`config.mk`:
```
export PLATFORM = sky130hd
export DESIGN_NAME = ecp_rev_rx
export DESIGN_NICKNAME = d
export VERILOG_FILES = /design/src/rtl/ecp_rev_rx.sv
export SDC_FILE = /design/constraint.sdc
export NUM_CORES = 1
export LEC_CHECK = 0
export BUFFER_PORTS_ARGS = -buffer_cell sky130_fd_sc_hd__buf_2
export CAP_MARGIN = 20
export CORE_UTILIZATION = 55
export CTS_BUF_LIST = sky130_fd_sc_hd__clkbuf_8
export CTS_CLUSTER_DIAMETER = 100
export DETAILED_ROUTE_END_ITERATION = 6
export GPL_TIMING_DRIVEN = 1
export HOLD_SLACK_MARGIN = 0.1
export PLACE_DENSITY_LB_ADDON = 0.1
export SKIP_CTS_REPAIR_TIMING = 1
export SLEW_MARGIN = 20
export SYNTH_ARGS = -nofsm -noshare
export SYNTH_HDL_FRONTEND = slang
export SYNTH_SLANG_ARGS = --single-unit
```
`constraint.sdc`:
```
create_clock -name clk -period 4.63 [get_ports clk]
set_input_delay 0 -clock clk [delete_from_list [all_inputs] [get_ports clk]]
set_output_delay 0 -clock clk [all_outputs]
set_load 0.01 [all_outputs]
```
`src/rtl/ecp_rev_rx.sv`:
```
`timescale 1ns/1ps
module ecp_rev_rx #(
  parameter int DW       = 8,
  parameter int CNT_W    = 16,
  parameter int LONG_TO  = 50000,
  parameter int SHORT_TO = 500
) (
  input  logic             clk,
  input  logic             rst_n,
  input  logic             start,
  input  logic [CNT_W-1:0] req_len,
  input  logic [DW-1:0]    pd_in,
  input  logic             periph_clk_n,
  input  logic             ack_rev_n,
  input  logic             xflag,
  input  logic             fault_n,
  output logic             host_ack,
  output logic             bus_oe,
  output logic [DW-1:0]    rx_data,
  output logic             rx_valid,
  output logic             busy,
  output logic             done,
  output logic             err,
  output logic [CNT_W-1:0] byte_cnt,
  output logic [1:0]       phase
);
  localparam int TW = $clog2(LONG_TO + 1);
  localparam logic [1:0] PH_IDLE = 2'd0, PH_XFER = 2'd1, PH_RIDLE = 2'd2, PH_UNK = 2'd3;
  localparam logic [TW-1:0] LIM_LONG  = TW'(LONG_TO - 1);
  localparam logic [TW-1:0] LIM_SHORT = TW'(SHORT_TO - 1);

  typedef enum logic [1:0] {S_IDLE, S_WLO, S_WHI} st_t;
  st_t st;

  // {strobe, reverse-ack, flag, fault}
  logic [3:0] sy1, sy2;
  logic [TW-1:0] tmr;
  logic [CNT_W-1:0] len_q;

  wire s_clk = sy2[3];
  wire s_ar  = sy2[2];
  wire s_xf  = sy2[1];
  wire s_ft  = sy2[0];
  wire lo_ok = !s_clk && !s_ar && s_xf;
  wire hi_ok = s_clk && !s_ar && s_xf;
  wire [TW-1:0] lim_lo = (byte_cnt == '0 || !s_ft) ? LIM_LONG : LIM_SHORT;
  wire [CNT_W-1:0] cnt_nx = byte_cnt + 1'b1;

  assign busy     = (st != S_IDLE);
  assign bus_oe   = !busy;
  assign host_ack = (st == S_WHI);

  always_ff @(posedge clk) begin
    if (!rst_n) begin
      sy1 <= 4'b1101;
      sy2 <= 4'b1101;
    end else begin
      sy1 <= {periph_clk_n, ack_rev_n, xflag, fault_n};
      sy2 <= sy1;
    end
  end

  always_ff @(posedge clk) begin
    if (!rst_n) begin
      st       <= S_IDLE;
      tmr      <= '0;
      len_q    <= '0;
      byte_cnt <= '0;
      rx_data  <= '0;
      rx_valid <= 1'b0;
      done     <= 1'b0;
      err      <= 1'b0;
      phase    <= PH_IDLE;
    end else begin
      rx_valid <= 1'b0;
      done     <= 1'b0;
      err      <= 1'b0;
      case (st)
        S_IDLE: if (start) begin
          len_q    <= req_len;
          byte_cnt <= '0;
          tmr      <= '0;
          if (req_len == '0) begin
            done  <= 1'b1;
            phase <= PH_RIDLE;
          end else begin
            st    <= S_WLO;
            phase <= PH_XFER;
          end
        end
        S_WLO: begin
          if (lo_ok) begin
            st  <= S_WHI;
            tmr <= '0;
          end else if (tmr >= lim_lo) begin
            st    <= S_IDLE;
            err   <= 1'b1;
            phase <= PH_UNK;
          end else begin
            tmr <= tmr + 1'b1;
          end
        end
        S_WHI: begin
          if (hi_ok) begin
            rx_data  <= pd_in;
            rx_valid <= 1'b1;
            byte_cnt <= cnt_nx;
            tmr      <= '0;
            if (cnt_nx == len_q) begin
              st    <= S_IDLE;
              done  <= 1'b1;
              phase <= PH_RIDLE;
            end else begin
              st <= S_WLO;
            end
          end else if (tmr >= LIM_SHORT) begin
            st    <= S_IDLE;
            err   <= 1'b1;
            phase <= PH_UNK;
          end else begin
            tmr <= tmr + 1'b1;
          end
        end
        default: st <= S_IDLE;
      endcase
    end
  end

  AST_FLOAT_BUSY: assert property (@(posedge clk) disable iff (!rst_n) busy |-> !bus_oe);
  AST_ACK_QUAL: assert property (@(posedge clk) disable iff (!rst_n)
    $rose(host_ack) |-> (!$past(periph_clk_n, 3) && !$past(ack_rev_n, 3) && $past(xflag, 3)));
  AST_VALID_PULSE: assert property (@(posedge clk) disable iff (!rst_n) rx_valid |=> !rx_valid);
  AST_DONE_STATE: assert property (@(posedge clk) disable iff (!rst_n)
    done |-> (phase == PH_RIDLE && bus_oe && byte_cnt == len_q));
  AST_ERR_STATE: assert property (@(posedge clk) disable iff (!rst_n)
    err |-> (phase == PH_UNK && bus_oe && !host_ack));
  AST_CNT_BOUND: assert property (@(posedge clk) disable iff (!rst_n) busy |-> byte_cnt < len_q);
  AST_START_IGN: assert property (@(posedge clk) disable iff (!rst_n) (busy && start) |=> $stable(len_q));
endmodule

```
==> flow_metrics.py <==
metrics = {
    "outcome": {
        "status": "finished, final reports clean",
    },
    "cells_and_area": {
        "antennaDiodeCount": 0,
        "final_cell_area_sq_um": 4990,
        "drive_gt1_share_pct": 15.4,
        "fillers": 669,
        "final_cell_mix": "nand2_1 (83), dfxtp_1 (71), buf_2 (61)",
        "syn2layout_area_growth_pct": 19.3,
        "final_nets": 650,
        "final_common_cell": "nand2_1",
    },
    "worst_setup_path": {
        "slowest_stage": "nor4_1",
        "crit_arrival_ns": 3.79,
        "r2r-start": "byte_cnt[0]$_SDFFE_PN0P_",
        "reg2reg_depth": 14,
        "required_ns": 4.89,
        "path_max_fanout": 9,
        "worstSetupStartpointType": "flop",
        "path_cells": "inv_1 > ha_1 > nor4b_1 > nand4_1 > nand2_1 > inv_1 > ha_1 > a21o_1 > a21oi_1 > o21ai_0 > a211oi_1 > nor4_1 > mux2_2 > o211ai_1",
        "critPathMaxStageDelay_ns": 0.60,
        "crit_type": "flop to flop",
        "timing.rr.end": "phase[1]$_SDFFE_PN0P_",
        "reg2reg_slack_ns": 1.10,
        "worstSetupEndpointType": "flop",
    },
    "clock_network": {
        "cts_root_buf": "clkbuf_8",
        "cts.path.max_buffers": 2,
        "htree_num_levels": 3,
        "cts_made_buffers": 9,
        "cts_num_sinks": 71,
        "clk_pin_slew_ns": 0.08,
        "worstSkewPairLatency_ns": 0.34,
        "cts_tree": "done",
    },
    "drt": {
        "routedWlPerCell_microns": 15.1,
        "first_iter_violations": 260,
        "routed_wirelength_microns": 10700,
        "vias_per_cell": 5.83,
        "drcViolationCount": 0,
        "via_count": 4131,
        "ant_nets": 0,
        "drtPass1Iterations": 5,
    },
    "logic_synthesis": {
        "synthArstFlopShare_pct": 0,
        "yosysUniqueCellTypes": 56,
        "synth_edf_count": 0,
        "seq_area_frac_synth_pct": 34.0,
        "synthCells": 532,
        "synth_area_sq_um": 4190,
        "synth-seq-cells": 71,
        "syn-num-nets": 578,
        "avgSynthCellArea_sq_um": 7.87,
        "ys_warn_count": 0,
        "synth_ff_type": "dfxtp_1",
    },
    "die": {
        "ioPinCount": 63,
        "dieArea_sq_um": 7960,
        "initial_utilization_pct": 57.4,
        "core_sq_um": 7290,
        "rows": 31,
        "chipHeight_microns": 89.2,
        "fp.dieW_microns": 89.2,
    },
    "sta": {
        "slew_violations": 0,
        "fin_ws_ns": 1.10,
        "tns_ns": 0,
        "rsz0062_at_grt": "no",
        "period_share_pct": 76.2,
        "setup_viol": 0,
        "fin_crit_ns": 3.53,
        "holdWs_ns": 0.143,
        "slew_headroom_pct": 42.7,
        "fmax_mhz": 283,
        "finClkSkew_ns": 0.0140,
        "worst_slew_pin_slew_ns": 0.856,
        "finalHoldViolations": 0,
    },
    "placed_design": {
        "postPlaceCellArea_sq_um": 4490,
        "numPortBuffers": 62,
        "dpl.hpwl_microns": 7190,
        "pre_cts_ws_ns": 1.11,
        "place_congestion": 0.878,
    },
    "hold_path": {
        "holdPathStages": 2,
        "hold_end": "sy1[0]$_SDFF_PN1_",
        "hold_path.startpoint": "rst_n",
        "min_path_type": "primary input to flop",
    },
    "global_routing": {
        "grt_pass1_vias": 3400,
        "grt_pass1_wl_microns": 16100,
        "antenna_found_initial": 0,
        "overflow": 0,
        "grt_max_degree": 79,
        "track_usage_pct": 26.1,
    },
    "run": {
        "drv_cap": 0,
    },
    "pwr": {
        "powerDensity_nw_per_um2": 303,
        "ir_worst_vdd_mv": 0.296,
        "power_leakage_uw": 0.00201,
    },
}
[layer usage]
layer  part of all wire (%)  wire length, microns  global-route usage (%)  vias to the layer above
met3                    7.5                   804                    5.54                       12
li1                       -                     -                       -                     2042
met1                     46                  4970                    37.9                     1923
met5                      0                     0                       0                        -
met2                     45                  4780                    38.7                      154
met4                    1.2                   127                    7.79                        0
[metrics by stage]
step | total power (uW) | std cells | utilization, %
4_1_cts | 1500 | 680 | 64.6
6_report | 1510 | 708 | 68.5
3_3_place_gp | 944 | 664 | 61.5
2_1_floorplan | 873 | 532 | -
5_1_grt | 1590 | 708 | 68.5
3_5_place_dp | 952 | 664 | 61.5
[sequential cells by signal (all words and copies together) (netlist names), 2 cells and up]
| name | flops |
|---|---|
| phase | 2 |
| st | 2 |
| byte_cnt | 16 |
| tmr | 16 |
| len_q | 16 |
| sy1 | 4 |
| sy2 | 4 |
| rx_data | 8 |
[cell usage after synthesis, drive strengths merged (4+ instances only)]
cell	n	area share, %
nand4	12	1.8
and2	13	2.0
xnor2	18	3.8
ha	15	4.5
nand2b	8	1.2
a21oi	19	2.3
nor4	16	2.4
xor2	7	1.5
clkbuf	24	2.4
and3	10	1.6
nor2	33	3.0
nand3	22	2.6
or4	5	1.1
nor2b	6	0.90
or3	9	1.4
o211a	5	1.2
buf	6	0.84
nand4b	9	1.9
a21boi	43	7.7
o21ai	35	4.2
o21a	4	0.72
a31oi	6	0.90
nand2	84	7.7
nor3	11	1.4
dfxtp	71	34
inv	11	0.99
[layout make-up]
type                            count  area [sq um]  share of cell area, %
Clock buffer                        9           124                   2.48
Clock inverter                      7          95.1                   1.90
Inverter                           11          41.3                  0.827
Multi-Input combinational cell    419          2580                   51.7
Sequential cell                    71          1420                   28.5
Tap cell                           99           124                   2.48
Timing Repair Buffer               92           608                   12.2
[power by group]
part           switching, uW  internal (uW)
Clock                    247            304
Sequential              26.6            639
Combinational            173            124
Total                    447           1070
[worst max path at each step]
stage | start | cells after the start | slack [ns] | to
2_1_floorplan | byte_cnt[0]$_SDFFE_PN0P_ | 14 | 1.58 | phase[0]$_SDFFE_PN0P_
3_3_place_gp | byte_cnt[0]$_SDFFE_PN0P_ | 15 | 1.33 | tmr[1]$_SDFFE_PN0P_
3_5_place_dp | byte_cnt[0]$_SDFFE_PN0P_ | 14 | 1.11 | phase[0]$_SDFFE_PN0P_
4_1_cts | byte_cnt[0]$_SDFFE_PN0P_ | 14 | 1.11 | phase[1]$_SDFFE_PN0P_
5_1_grt | byte_cnt[0]$_SDFFE_PN0P_ | 15 | 0.88 | tmr[1]$_SDFFE_PN0P_
6_report | byte_cnt[0]$_SDFFE_PN0P_ | 14 | 1.10 | phase[1]$_SDFFE_PN0P_
[logic make-up after synthesis]
group | Yosys count | share of synthesized area, %
buffers and inverters | 42 | 4.48
adder cells (fa/ha/maj) | 15 | 4.48
flip-flops | 71 | 34.0
multiplexers | 3 | 0.807
AO/OA/AOI/OAI | 126 | 19.8
AND/OR/NAND/NOR | 250 | 31.2
XOR/XNOR | 25 | 5.23
[worst max-delay path: cells and delay by family (launching register included)]
kind,cells,cell delay (ns)
fa+ha+maj,2,0.45
mux,1,0.41
simple gates,4,1.20
buf+inv,2,0.22
flops,1,0.40
compound gates,5,0.78
(Power assumes the default switching activity.)
